**src/rtl/clkroot_pkg.sv**
```systemverilog
package clkroot_pkg;

  localparam int unsigned WORD_W = 32;
  localparam int unsigned NREG   = 4;

  // staged register slots; slot order equals change-flag order in the command word
  localparam int unsigned SLOT_CFG = 0;
  localparam int unsigned SLOT_N   = 1;
  localparam int unsigned SLOT_M   = 2;
  localparam int unsigned SLOT_D   = 3;

  // command word bit positions
  localparam int unsigned CMD_UPD_BIT   = 0;
  localparam int unsigned CMD_EN_BIT    = 1;
  localparam int unsigned CMD_FLAG_LSB  = 4;
  localparam int unsigned CMD_OFF_BIT   = 31;

  // configuration word fields
  localparam int unsigned CFG_SRC_LSB  = 8;
  localparam int unsigned CFG_SRC_W    = 3;
  localparam int unsigned CFG_MODE_LSB = 12;
  localparam int unsigned CFG_MODE_W   = 2;

  localparam logic [CFG_MODE_W-1:0] MODE_DUAL_EDGE = 2'd2;

  typedef logic [WORD_W-1:0] word_t;

  localparam word_t CMD_OFFSET = 32'h00;

  function automatic word_t slot_offset(input int unsigned slot);
    case (slot)
      SLOT_CFG: slot_offset = 32'h04;
      SLOT_M:   slot_offset = 32'h08;
      SLOT_N:   slot_offset = 32'h0C;
      default:  slot_offset = 32'h10;
    endcase
  endfunction

endpackage

```
**src/rtl/clkroot_shadow_bank.sv**
```systemverilog
module clkroot_shadow_bank
  import clkroot_pkg::*;
#(
  parameter logic [NREG*WORD_W-1:0] WMASK = '1
) (
  input  logic                        clk,
  input  logic                        rst_n,
  input  logic [NREG-1:0]             wr_sel,
  input  word_t                       wdata,
  output logic [NREG-1:0][WORD_W-1:0] shadow_o
);

  for (genvar i = 0; i < NREG; i++) begin : g_slot
    localparam word_t KEEP = WMASK[i*WORD_W +: WORD_W];
    word_t stage_q;

    always_ff @(posedge clk or negedge rst_n) begin
      if (!rst_n) begin
        stage_q <= '0;
      end else if (wr_sel[i]) begin
        stage_q <= wdata & KEEP;
      end
    end

    assign shadow_o[i] = stage_q;
  end

endmodule

```
**src/rtl/clkroot_active_bank.sv**
```systemverilog
module clkroot_active_bank
  import clkroot_pkg::*;
(
  input  logic                        clk,
  input  logic                        rst_n,
  input  logic                        load,
  input  logic [NREG-1:0][WORD_W-1:0] shadow_i,
  output logic [NREG-1:0][WORD_W-1:0] active_o
);

  for (genvar i = 0; i < NREG; i++) begin : g_slot
    word_t live_q;

    always_ff @(posedge clk or negedge rst_n) begin
      if (!rst_n) begin
        live_q <= '0;
      end else if (load) begin
        live_q <= shadow_i[i];
      end
    end

    assign active_o[i] = live_q;
  end

endmodule

```
**src/rtl/clkroot_dirty_track.sv**
```systemverilog
module clkroot_dirty_track
  import clkroot_pkg::*;
#(
  parameter logic [NREG*WORD_W-1:0] WMASK = '1
) (
  input  logic                        clk,
  input  logic                        rst_n,
  input  logic [NREG-1:0]             wr_sel,
  input  word_t                       wdata,
  input  logic                        load,
  input  logic [NREG-1:0][WORD_W-1:0] shadow_i,
  input  logic [NREG-1:0][WORD_W-1:0] active_i,
  output logic [NREG-1:0]             dirty_o
);

  for (genvar i = 0; i < NREG; i++) begin : g_slot
    localparam word_t KEEP = WMASK[i*WORD_W +: WORD_W];
    word_t cmp_ref;
    logic  flag_q;

    // on a transfer edge the active side takes the staged value, so compare to it
    assign cmp_ref = load ? shadow_i[i] : active_i[i];

    always_ff @(posedge clk or negedge rst_n) begin
      if (!rst_n) begin
        flag_q <= 1'b0;
      end else if (wr_sel[i]) begin
        flag_q <= ((wdata & KEEP) != cmp_ref);
      end else if (load) begin
        flag_q <= 1'b0;
      end
    end

    assign dirty_o[i] = flag_q;
  end

endmodule

```
**src/rtl/clkroot_update_seq.sv**
```systemverilog
module clkroot_update_seq #(
  parameter int unsigned UPD_LAT = 4
) (
  input  logic clk,
  input  logic rst_n,
  input  logic req,
  output logic pending,
  output logic load,
  output logic load_done
);

  localparam int unsigned CW = (UPD_LAT > 1) ? $clog2(UPD_LAT) : 1;

  logic          pend_q;
  logic [CW-1:0] cnt_q;
  logic          done_q;

  assign load = pend_q && (cnt_q == '0);

  always_ff @(posedge clk or negedge rst_n) begin
    if (!rst_n) begin
      pend_q <= 1'b0;
      cnt_q  <= '0;
      done_q <= 1'b0;
    end else begin
      done_q <= load;
      if (load) begin
        pend_q <= 1'b0;
      end else if (pend_q) begin
        cnt_q <= cnt_q - 1'b1;
      end else if (req) begin
        pend_q <= 1'b1;
        cnt_q  <= CW'(UPD_LAT - 1);
      end
    end
  end

  assign pending   = pend_q;
  assign load_done = done_q;

endmodule

```
**src/rtl/clkroot_regbank.sv**
```systemverilog
module clkroot_regbank
  import clkroot_pkg::*;
#(
  parameter int unsigned ADDR_W  = 5,
  parameter int unsigned DIV_W   = 5,
  parameter int unsigned MND_W   = 8,
  parameter int unsigned UPD_LAT = 4
) (
  input  logic              clk,
  input  logic              rst_n,
  input  logic [ADDR_W-1:0] bus_addr,
  input  logic [WORD_W-1:0] bus_wdata,
  input  logic              bus_we,
  output logic [WORD_W-1:0] bus_rdata,
  output logic              root_en,
  output logic              cfg_load,
  output logic [DIV_W-1:0]  act_div,
  output logic [2:0]        act_src,
  output logic [1:0]        act_mode,
  output logic              act_dual,
  output logic [MND_W-1:0]  act_m,
  output logic [MND_W-1:0]  act_n,
  output logic [MND_W-1:0]  act_d
);

  localparam word_t DIV_MASK  = word_t'((64'd1 << DIV_W) - 64'd1);
  localparam word_t SRC_MASK  = ((32'd1 << CFG_SRC_W) - 32'd1) << CFG_SRC_LSB;
  localparam word_t MODE_MASK = ((32'd1 << CFG_MODE_W) - 32'd1) << CFG_MODE_LSB;
  localparam word_t CFG_MASK  = DIV_MASK | SRC_MASK | MODE_MASK;
  localparam word_t MND_MASK  = word_t'((64'd1 << MND_W) - 64'd1);
  localparam logic [NREG*WORD_W-1:0] WMASK = {MND_MASK, MND_MASK, MND_MASK, CFG_MASK};

  logic                        cmd_hit;
  logic                        cmd_we;
  logic [NREG-1:0]             slot_hit;
  logic [NREG-1:0]             wr_sel;
  logic [NREG-1:0][WORD_W-1:0] shadow;
  logic [NREG-1:0][WORD_W-1:0] active;
  logic [NREG-1:0]             dirty;
  logic                        upd_req;
  logic                        upd_pending;
  logic                        upd_load;
  logic                        en_q;
  logic                        off_q;

  // address decode
  assign cmd_hit = (bus_addr == ADDR_W'(CMD_OFFSET));
  assign cmd_we  = bus_we && cmd_hit;

  for (genvar i = 0; i < NREG; i++) begin : g_dec
    localparam word_t OFS = slot_offset(i);
    assign slot_hit[i] = (bus_addr == OFS[ADDR_W-1:0]);
  end

  assign wr_sel  = slot_hit & {NREG{bus_we}};
  assign upd_req = cmd_we && bus_wdata[CMD_UPD_BIT];

  clkroot_shadow_bank #(
    .WMASK(WMASK)
  ) u_shadow (
    .clk     (clk),
    .rst_n   (rst_n),
    .wr_sel  (wr_sel),
    .wdata   (bus_wdata),
    .shadow_o(shadow)
  );

  clkroot_update_seq #(
    .UPD_LAT(UPD_LAT)
  ) u_seq (
    .clk      (clk),
    .rst_n    (rst_n),
    .req      (upd_req),
    .pending  (upd_pending),
    .load     (upd_load),
    .load_done(cfg_load)
  );

  clkroot_active_bank u_active (
    .clk     (clk),
    .rst_n   (rst_n),
    .load    (upd_load),
    .shadow_i(shadow),
    .active_o(active)
  );

  clkroot_dirty_track #(
    .WMASK(WMASK)
  ) u_dirty (
    .clk     (clk),
    .rst_n   (rst_n),
    .wr_sel  (wr_sel),
    .wdata   (bus_wdata),
    .load    (upd_load),
    .shadow_i(shadow),
    .active_i(active),
    .dirty_o (dirty)
  );

  // root enable request and its delayed off status
  always_ff @(posedge clk or negedge rst_n) begin
    if (!rst_n) begin
      en_q  <= 1'b0;
      off_q <= 1'b1;
    end else begin
      if (cmd_we) begin
        en_q <= bus_wdata[CMD_EN_BIT];
      end
      off_q <= ~en_q;
    end
  end

  // read mux
  always_comb begin
    bus_rdata = '0;
    if (cmd_hit) begin
      bus_rdata[CMD_UPD_BIT]                 = upd_pending;
      bus_rdata[CMD_EN_BIT]                  = en_q;
      bus_rdata[CMD_FLAG_LSB +: NREG]        = dirty;
      bus_rdata[CMD_OFF_BIT]                 = off_q;
    end
    for (int s = 0; s < NREG; s++) begin
      if (slot_hit[s]) begin
        bus_rdata = shadow[s];
      end
    end
  end

  assign root_en  = en_q;
  assign act_div  = active[SLOT_CFG][DIV_W-1:0];
  assign act_src  = active[SLOT_CFG][CFG_SRC_LSB +: CFG_SRC_W];
  assign act_mode = active[SLOT_CFG][CFG_MODE_LSB +: CFG_MODE_W];
  assign act_dual = (act_mode == MODE_DUAL_EDGE);
  assign act_m    = active[SLOT_M][MND_W-1:0];
  assign act_n    = active[SLOT_N][MND_W-1:0];
  assign act_d    = active[SLOT_D][MND_W-1:0];

endmodule

```
**config.mk**
```make
export PLATFORM = sky130hd
export DESIGN_NAME = clkroot_regbank
export DESIGN_NICKNAME = d
export VERILOG_FILES = /design/src/rtl/clkroot_pkg.sv /design/src/rtl/clkroot_shadow_bank.sv /design/src/rtl/clkroot_active_bank.sv /design/src/rtl/clkroot_dirty_track.sv /design/src/rtl/clkroot_update_seq.sv /design/src/rtl/clkroot_regbank.sv
export SDC_FILE = /design/constraint.sdc
export NUM_CORES = 1
export LEC_CHECK = 0
export ABC_CLOCK_PERIOD_IN_PS = 2300
export BUFFER_PORTS_ARGS = -buffer_cell sky130_fd_sc_hd__buf_2
export CAP_MARGIN = 25
export CORE_AREA = 2 2 160 162
export CTS_CLUSTER_SIZE = 25
export DETAILED_ROUTE_END_ITERATION = 8
export DIE_AREA = 0 0 162 164
export RECOVER_POWER = 25
export SETUP_SLACK_MARGIN = 0.4
export SLEW_MARGIN = 15
export SYNTH_ARGS = -nofsm -noshare
export SYNTH_HDL_FRONTEND = slang
export SYNTH_HIERARCHICAL = 1
export SYNTH_SLANG_ARGS = --single-unit
```
**constraint.sdc**
```tcl
create_clock -name clk -period 2.3 [get_ports clk]
set_clock_uncertainty 0.15 [all_clocks]
set_input_delay 0.345 -clock clk [delete_from_list [all_inputs] [get_ports clk]]
set_output_delay 0.345 -clock clk [all_outputs]
set_load 0.005 [all_outputs]
```
==> results of run 1 <==
layer usage:
layer	vias to the layer above	global-route usage [%]	part of all wire, %	wire length (um)
met3	43	4.22	4.8	1310
met2	185	33.8	48	13200
met1	3524	27.9	44	12200
met5	-	0	0	0
met4	0	8.17	3.0	829
li1	3206	-	-	-
state kept, by name (all words and copies together) (netlist names):
name	flops
u_dirty/g_slot.flag_q	4
u_shadow/g_slot.stage_q	34
u_active/g_slot.live_q	128
off_q	1
root_en	1
u_seq/pending	1
u_seq/cnt_q	2
u_seq/load_done	1
synthesized netlist by cell type, types with 2 or more instances:
cell	number	area, um^2
dfrtp_1	171	4280
a31oi_1	20	125
buf_6	17	191
buf_4	105	788
mux2_4	34	510
or2b_1	3	22.5
o41ai_1	3	26.3
nand4_1	17	106
a41oi_1	2	17.5
nand2b_1	8	50.1
or4_1	2	15.0
and3_1	12	75.1
o21ai_1	4	20.0
mux2_2	135	1520
nor4_1	43	269
clkbuf_1	3	11.3
nor3_1	4	20.0
buf_2	13	65.1
o21a_1	8	60.1
nor3_4	2	32.5
nand2_1	11	41.3
nor2_1	40	150
a22oi_1	24	180
o21ai_0	6	30.0
a21oi_1	30	150
a221oi_1	5	43.8
a221oi_2	2	30.0
mux2i_1	24	240
a32o_1	2	20.0
xor2_1	15	131
and2_1	3	18.8
nand3_1	2	10.0
inv_1	6	22.5
xnor2_1	28	245
o22a_1	2	17.5
and2_4	2	17.5
clkbuf_8	8	110
critical path, delay by kind of cell (launching register included):
kind            cells  cell delay [ns]
mux                 1             0.20
xor+xnor            1             0.20
compound gates      1             0.25
buf+inv             4             0.45
flops               1             0.38
fa+ha+maj           1             0.14
simple gates        2             0.33
final cells by class:
type,count,area (um^2)
Clock buffer,21,460
Clock inverter,11,190
Fill cell,2082,11900
Inverter,6,22.5
Multi-Input combinational cell,604,5580
Sequential cell,172,4310
Tap cell,330,413
Timing Repair Buffer,200,1900
cells in the final DEF, fill, tap and decap left out, types with 15 or more instances in the layout:
master     instances
a21oi_2           19
a22oi_1           21
a31oi_4           16
buf_2             81
buf_4             60
buf_6             24
clkbuf_16         19
conb_1            94
dfrtp_1          169
mux2_2           117
mux2_4            52
mux2i_1           18
nand4_1           17
nor2_1            24
nor4_1            36
xnor2_1           28
xor2_1            15
through the flow:
step,hold WS (ns),cell area (um^2)
floorplan,-0.101,10200
global placement,0.202,10400
detailed placement,0.207,10400
CTS,0.0154,12400
global route,0.00839,12900
finish,0.0233,12900
power breakdown:
part / leakage (nW) / internal [W] / total (W) / switching (W)
Sequential: 2.22 / 0.00406 / 0.00481 / 0.000744
Clock: 0.317 / 0.00198 / 0.00318 / 0.00119
Combinational: 3.21 / 0.00206 / 0.00344 / 0.00138
Total: 5.74 / 0.00811 / 0.0114 / 0.00331
worst paths after layout:
kind                                start                             end
max                        u_seq/cnt_q[0]        u_dirty/g_slot[1].flag_q
min                         bus_wdata[10]  u_shadow/g_slot[0].stage_q[10]
max reg2reg                u_seq/cnt_q[0]        u_dirty/g_slot[1].flag_q
min reg2reg                       root_en                           off_q
max in group asynchronous           rst_n   u_shadow/g_slot[1].stage_q[1]
min in group asynchronous           rst_n    u_active/g_slot[3].live_q[5]
cell families (layout without fill, tap and decap cells):
logic type	after synthesis	in the layout	share of synthesized area, %
buffers and inverters	153	238	12.2
AOI/OAI and AO/OA	113	113	7.75
muxes	193	193	23.1
other	1	94	0.0382
xor gates and xnor gates	43	43	3.84
DFF	172	172	43.9
adders and majority gates	1	1	0.127
and+or+nand+nor	157	160	9.08
timing repair:
| action | 4_1_cts | 5_1_grt |
|---|---|---|
| hold buffers | 1 | 0 |
| cloned | 15 | 2 |
| setup endpoints to repair | 86 | 82 |
| setup buffers | 32 | 10 |
| resized for setup | 150 | 70 |
| endpoints found under the hold margin | 46 | 0 |
| pin swaps | 45 | 18 |
==> flow_summary.ini, run 1 <==
[setup_path]
cp_common_cell = buf_12
crit_chain = inv_2, ha_4, and2_4, buf_12, buf_16, buf_12, mux2i_4, xor2_1, nand3_1, o31a_1
cpPeakStageDelay_ns = 0.38
r2r_slack_ns = 0.07
critPathSlowestCell = dfrtp_1
arrival_ns = 2.40
crit_path_start_kind = register
worstPathMaxFanout = 5
worstPathRequired_ns = 2.47
critPathKind = reg2reg
reg2reg_depth = 10
worst_setup_path_end_kind = register

[grt]
grt_max_degree = 52
grt_pass1_wl_um = 42100
grt_pass1_vias = 7177
grt_overflow_total = 0
gr-usage-all-layers_pct = 21.0
antenna_found_initial = 0

[layout]
utilization_pct = 51.9
fin_cells = 1344
nets = 1042
drive_gt1_share_pct = 51.5
synthToLayoutAreaGrowth_pct = 31.1
n_antenna_cell = 0

[routing]
wl_per_cell_um = 20.5
drc_errors = 0
vias = 6958
avgViaCountPerCell = 5.18
drt_iter0_drc = 511
first_pass_iters = 5
routed_wl_um = 27600
postRouteAntennaNets = 0

[clock_tree]
cts_max_level = 4
insertion_delay_ns = 0.44
cts_root_buf = clkbuf_16
cts_buffer_depth = 2
cts_tree = done
cts_sinks = 172
cts_made_buffers = 17
clkTransAtPathRegs_ns = 0.07

[place]
io_buffers = 89
dp_hpwl_um = 18300
gp_congestion = 0.830
pre_cts_slack_ns = -0.0285
post-place-cells = 1252

[sta]
period_minus_slack_ns = 2.23
slew_headroom_pct = 2.17
setup_viol = 0
maxSlewViolCount = 0
layout_setup_ws_ns = 0.0675
tns_ns = 0
tightest_slew_ns = 1.47
fmax_mhz = 448
post-route-period-util_pct = 97.1
rsz0062_at_grt = true
hold_viol = 0

[floorplanning]
fp.dieH_um = 164
io_pins = 109
rows = 58
start_util_pct = 39.5
die_w_um = 162
die_area_um2 = 26600
core-area_um2 = 24800

[logic_synthesis]
synth-edff-count = 0
netlist_instances = 833
seq_area_frac_synth_pct = 43.9
synth_flop_cell = dfrtp_1
ys_types = 54
ys_seq_elements = 172
syn_area_um2 = 9810
synthArstFlopShare_pct = 100
yosysWarningCount = 6
post_synth.cell_area_avg_um2 = 11.8

[power_and_ir_drop]
p_leak_nw = 5.74
finalPower_w = 0.0114
ir_drop_uv = 483
p_per_area_nw_per_um2 = 887

[worst_hold_path]
hold_class = in2reg
whs_path_depth = 2

[status]
status = complete, no violations

[flow_run]
cap_violations = 0
Power figures use the tool's default switching activity.
==> run 2, diff against run 1 <==
- CORE_AREA: 2 2 160 162 -> 2 2 141 143
- DIE_AREA: 0 0 162 164 -> 0 0 143 145
- SYNTH_HIERARCHICAL: 1 -> unset
==> run 2 against run 1 <==
Net effect:
- synthesized cell count fell by 15%
- non-clock buffer count shrank 72
- utilization down 4.0 points
- register-to-register slack better by 0.18 ns
- area after synthesis shrank 22%
- highest routed layer unchanged
==> flow_summary.ini, run 2 <==
[routing]
routed_wl_um = 18600
postRouteAntennaNets = 0
drt_iter0_drc = 344
vias = 5440
wl_per_cell_um = 17.5
avgViaCountPerCell = 5.11
first_pass_iters = 5
drc_errors = 0

[grt]
antenna_found_initial = 0
grt_pass1_vias = 5397
grt_max_degree = 53
grt_overflow_total = 0
grt_pass1_wl_um = 29400
gr-usage-all-layers_pct = 18.3

[power_and_ir_drop]
p_per_area_nw_per_um2 = 827
ir_drop_uv = 435
p_leak_nw = 4.68

[logic_synthesis]
netlist_instances = 709
synth-edff-count = 0
synth_top_area_cell = dfrtp_1
synth_flop_cell = dfrtp_1
yosysMostFrequentCell = dfrtp_1
post_synth.cell_area_avg_um2 = 10.7
yosysTopAreaCellShare_pct = 56.2
syn_area_um2 = 7610
ys_types = 59
seq_area_frac_synth_pct = 56.6
yosysWarningCount = 0
synth_commonest_cells = dfrtp_1, nand2_1, and2_1
ys_seq_elements = 172
synthTopCellsByArea = dfrtp_1, and2_1, buf_4, nand2_1, mux2_2
synthArstFlopShare_pct = 100

[layout]
n_antenna_cell = 0
top_regs = u_active.g_slot.live_q: 128 flops, u_shadow.g_slot.stage_q: 34 flops, u_dirty.g_slot.flag_q: 4 flops
layout_common_cells = dfrtp_1, nand2_1, and2_1
largest-register = u_active.g_slot.live_q
largest_reg_flops = 128
nets = 828
drive_gt1_share_pct = 26.4
fillers = 1730
final_common_cell = dfrtp_1
synthToLayoutAreaGrowth_pct = 20.8

[setup_path]
worstPathRequired_ns = 1.80
crit_start = bus_addr[1]
worst_setup_path_end_kind = output pin
critPathKind = in2out
crit_path_start_kind = input port
reg2reg_depth = 8
r2r_slack_ns = 0.25
r2r-end = u_dirty.g_slot[3].flag_q
arrival_ns = 1.69
worstPathMaxFanout = 9
r2r_start = u_seq.cnt_q[1]

[clock_tree]
insertion_delay_ns = 0.42
cts_max_level = 4
cts_buffer_depth = 2
cts_made_buffers = 17
cts_root_buf = clkbuf_16
cts_sinks = 172
cts_tree = done
clkTransAtPathRegs_ns = 0.07

[floorplanning]
core-area_um2 = 19200
die_area_um2 = 20700
die_w_um = 143
io_pins = 109
rows = 51
start_util_pct = 39.6
fp.dieH_um = 145

[place]
dp_hpwl_um = 12000
gp_congestion = 0.877
io_buffers = 71

[sta]
maxSlewViolCount = 0
post-route-period-util_pct = 94.9
setup_viol = 0
rsz0062_at_grt = true
slew_headroom_pct = 8.71
tightest_slew_ns = 1.37
hold_viol = 0
tns_ns = 0
fmax_mhz = 458
timing.hold.ws_ns = 0.0362
period_minus_slack_ns = 2.18

[status]
status = complete, no violations

[flow_run]
cap_violations = 0

[worst_hold_path]
hold_class = in2reg
whs_path_depth = 2
worstHoldStart = bus_wdata[10]
worstHoldEndpoint = u_shadow.g_slot[0].stage_q[10]
==> run 2: where the power goes <==
group	leakage, nW	internal [W]	switching, W	total [W]
sequential	2.33	0.00328	0.000233	0.00352
combinational	2.05	0.000578	0.000612	0.00119
clock	0.294	0.00165	0.00124	0.00289
==> run 2: repair_timing <==
action,4_1_cts,5_1_grt
pin swaps,12,6
hold buffers,1,0
gates resized for setup,43,7
gates cloned,4,1
endpoints found under the setup margin,17,12
setup buffers,24,5
endpoints found under the hold margin,47,0
==> run 2: critical path, stage by stage <==
cell      delay (ns)
clkbuf_1        0.09
nor3_1          0.61
buf_4           0.29
and3_1          0.22
buf_2           0.13
==> run 2: area by class of cell <==
cell class	instances	area, um^2	share of cell area (%)
clock buffers	18	439	4.78
clock inverters	14	159	1.73
inverters	18	80.1	0.871
multi-input cells	448	2950	32.1
flip-flops and latches	172	4310	46.9
well taps	265	332	3.61
repair buffers	128	896	9.75
repair inverters	2	27.5	0.300
==> run 2: worst max path at each step <==
stage | to
finish | bus_rdata[8]
global route | bus_rdata[8]
CTS | bus_rdata[0]
detailed placement | u_dirty.g_slot[1].flag_q
global placement | u_dirty.g_slot[3].flag_q
floorplan | u_dirty.g_slot[0].flag_q
==> run 2: stage by stage <==
stage / setup slack (ns) / instances / util (%) / instance area [um^2] / total power [W]
after floorplan: 0.360 / 726 / - / 7690 / 0.00420
after global placement: 0.169 / 998 / 42.0 / 8070 / 0.00446
after detailed placement: 0.114 / 998 / 42.0 / 8070 / 0.00450
after CTS: 0.145 / 1059 / 47.6 / 9140 / 0.00761
after global routing: 0.0719 / 1065 / 47.8 / 9190 / 0.00792
final: 0.118 / 1065 / 47.8 / 9190 / 0.00760
==> run 2: cell families after synthesis <==
kind of cell,Yosys count,share of synthesized area [%]
adder cells (fa/ha/maj),1,0.164
buffers and inverters,106,8.19
XOR/XNOR,23,2.65
multiplexers,26,4.26
flip-flops,172,56.6
other,1,0.0493
AND/OR/NAND/NOR,281,19.5
AO/OA/AOI/OAI,99,8.67
==> run 2: layer usage <==
metal	global-route usage [%]	vias up	part of all wire, %
met5	0	-	0
met4	6.53	0	2.5
met3	4.26	38	6.4
met2	29.3	193	48
met1	24.3	2706	43
li1	-	2503	-
==> run 3, diff against run 2 <==
- BUFFER_PORTS_ARGS: -buffer_cell sky130_fd_sc_hd__buf_2 -> unset
- DONT_BUFFER_PORTS: unset -> 1
==> run 3 against run 2 <==
Net effect:
- the run now ends with hold timing left
- critical endpoint is now u_dirty.g_slot[3].flag_q
- setup slack improved by 0.12 ns
- design area fell by 5.3%
- wire length fell by 2.3%
- combinational power fell by 22%
- register-to-register slack barely moved
==> flow_summary.ini, run 3 (synthesis gave the netlist of run 2 again) <==
[status]
status = complete, but fails checks
violations = hold timing

[power_and_ir_drop]
p_leak_nw = 4.22
p_per_area_nw_per_um2 = 846
ir_drop_uv = 511

[sta]
period_minus_slack_ns = 2.06
post-route-period-util_pct = 89.5
fmax_mhz = 486
maxSlewViolCount = 0
tns_ns = 0
timing.hold.ws_ns = -0.530
rsz0062_at_grt = true
hold_viol = 172
setup_viol = 0

[clock_tree]
insertion_delay_ns = 0.43
cts_max_level = 4
hold_buffers = 5
cts_made_buffers = 17
cts_tree = done
clkTransAtPathRegs_ns = 0.07
cts_buffer_depth = 2
cts_sinks = 172
cts_root_buf = clkbuf_16

[layout]
layout_common_cells = dfrtp_1, nand2_1, and2_1
drive_gt1_share_pct = 17.9
synthToLayoutAreaGrowth_pct = 14.3
top_regs = u_active.g_slot.live_q: 128 flops, u_shadow.g_slot.stage_q: 34 flops, u_dirty.g_slot.flag_q: 4 flops
largest_reg_flops = 128
final_common_cell = dfrtp_1
nets = 744
utilization_pct = 45.3
n_antenna_cell = 0
design_area_um2 = 8700
fillers = 1734
largest-register = u_active.g_slot.live_q

[grt]
grt_pass1_wl_um = 28900
antenna_found_initial = 0
grt_max_degree = 173
grt_pass1_vias = 5143
grt_overflow_total = 0
gr-usage-all-layers_pct = 18.0

[floorplanning]
rows = 51
fp.dieH_um = 145
io_pins = 109
core-area_um2 = 19200
die_w_um = 143
die_area_um2 = 20700
start_util_pct = 39.6

[worst_hold_path]
hold_class = in2async

[routing]
drt_iter0_drc = 399
first_pass_iters = 4
postRouteAntennaNets = 0
routed_wl_um = 18200
wl_per_cell_um = 18.6
drc_errors = 0
vias = 4991
avgViaCountPerCell = 5.09

[setup_path]
worstPathRequired_ns = 2.45
worstPathMaxFanout = 8
path_buf_inv = 3
critPathSlowestCell = dfrtp_1
crit_chain = inv_2, ha_4, nand2_8, inv_12, buf_12, mux2_4, a22oi_1, nor4bb_2, a32oi_1
cpPeakStageDelay_ns = 0.40
cpLargestDelayFamily = flip-flops
worst_setup_path_end_kind = register
arrival_ns = 2.20
crit_path_start_kind = register
critPathKind = reg2reg

[place]
placed_area_um2 = 7590
dp_hpwl_um = 11500
io_buffers = 0
gp_congestion = 0.836

[flow_run]
cap_violations = 0
-- run 3: cell types whose count changed in the layout (fill, tap and decap cells not counted), sizes merged --
cell / previous run / this run
buf: 115 / 38
clkbuf: 28 / 21
inv: 22 / 17
dlygate4sd3: 1 / 5
bufbuf: 2 / 1
bufinv: 2 / 3
clkinvlp: 1 / 2
-- run 3: path summary, 6_finish.rpt --
check                                                 end                           from  depth (start not counted)  slack [ns]
min in group clk           u_shadow.g_slot[0].stage_q[13]                  bus_wdata[13]                          2        0.01
max in group asynchronous                           off_q                          rst_n                          0        2.11
setup / recovery                 u_dirty.g_slot[3].flag_q                 u_seq.cnt_q[0]                          9        0.24
setup reg to reg                 u_dirty.g_slot[3].flag_q                 u_seq.cnt_q[0]                          9        0.24
hold / removal              u_active.g_slot[3].live_q[15]                          rst_n                          0       -0.53
hold reg to reg             u_active.g_slot[0].live_q[22]  u_active.g_slot[0].live_q[22]                          1        0.33
-- run 3: layer usage --
metal	global-route usage [%]	wire length, um
met2	28.6	8740
met3	4.85	1180
met1	23.9	7940
met4	5.45	346
met5	0	0
-- run 3: worst reg2reg max path: stages, from the launching register on --
cell,delay (ns)
dfrtp_1,0.40
inv_2,0.07
ha_4,0.16
nand2_8,0.10
inv_12,0.11
buf_12,0.15
mux2_4,0.31
a22oi_1,0.12
nor4bb_2,0.23
a32oi_1,0.12
-- run 3: per-stage QoR --
stage | total power [W] | setup slack (ns) | cells
2_1_floorplan | 0.00420 | 0.360 | 726
3_3_place_gp | 0.00425 | 0.126 | 917
3_5_place_dp | 0.00429 | 0.0626 | 917
4_1_cts | 0.00734 | 0.236 | 977
5_1_grt | 0.00765 | 0.144 | 981
6_report | 0.00736 | 0.242 | 981
-- run 3: area by class of cell --
class	instances	area, um^2	share of cell area, %
clock buffer	20	437	5.02
clock inverter	12	148	1.70
inverter	18	80.1	0.920
multi-input combinational	448	2930	33.7
sequential	172	4310	49.6
tap	265	332	3.81
timing repair buffer	45	449	5.16
timing repair inverter	1	8.76	0.101
-- run 3: report_power, final --
part | switching, W | internal (W)
Clock | 0.00117 | 0.00170
Sequential | 0.000281 | 0.00329
Combinational | 0.000450 | 0.000474
-- run 3: what timing repair did --
item / 4_1_cts / 5_1_grt
gates resized for setup: 41 / 11
endpoints found under the hold margin: 179 / 172
pin swaps: 11 / 11
buffers inserted: 21 / 3
setup endpoints to repair: 12 / 11
gates cloned: 2 / 1
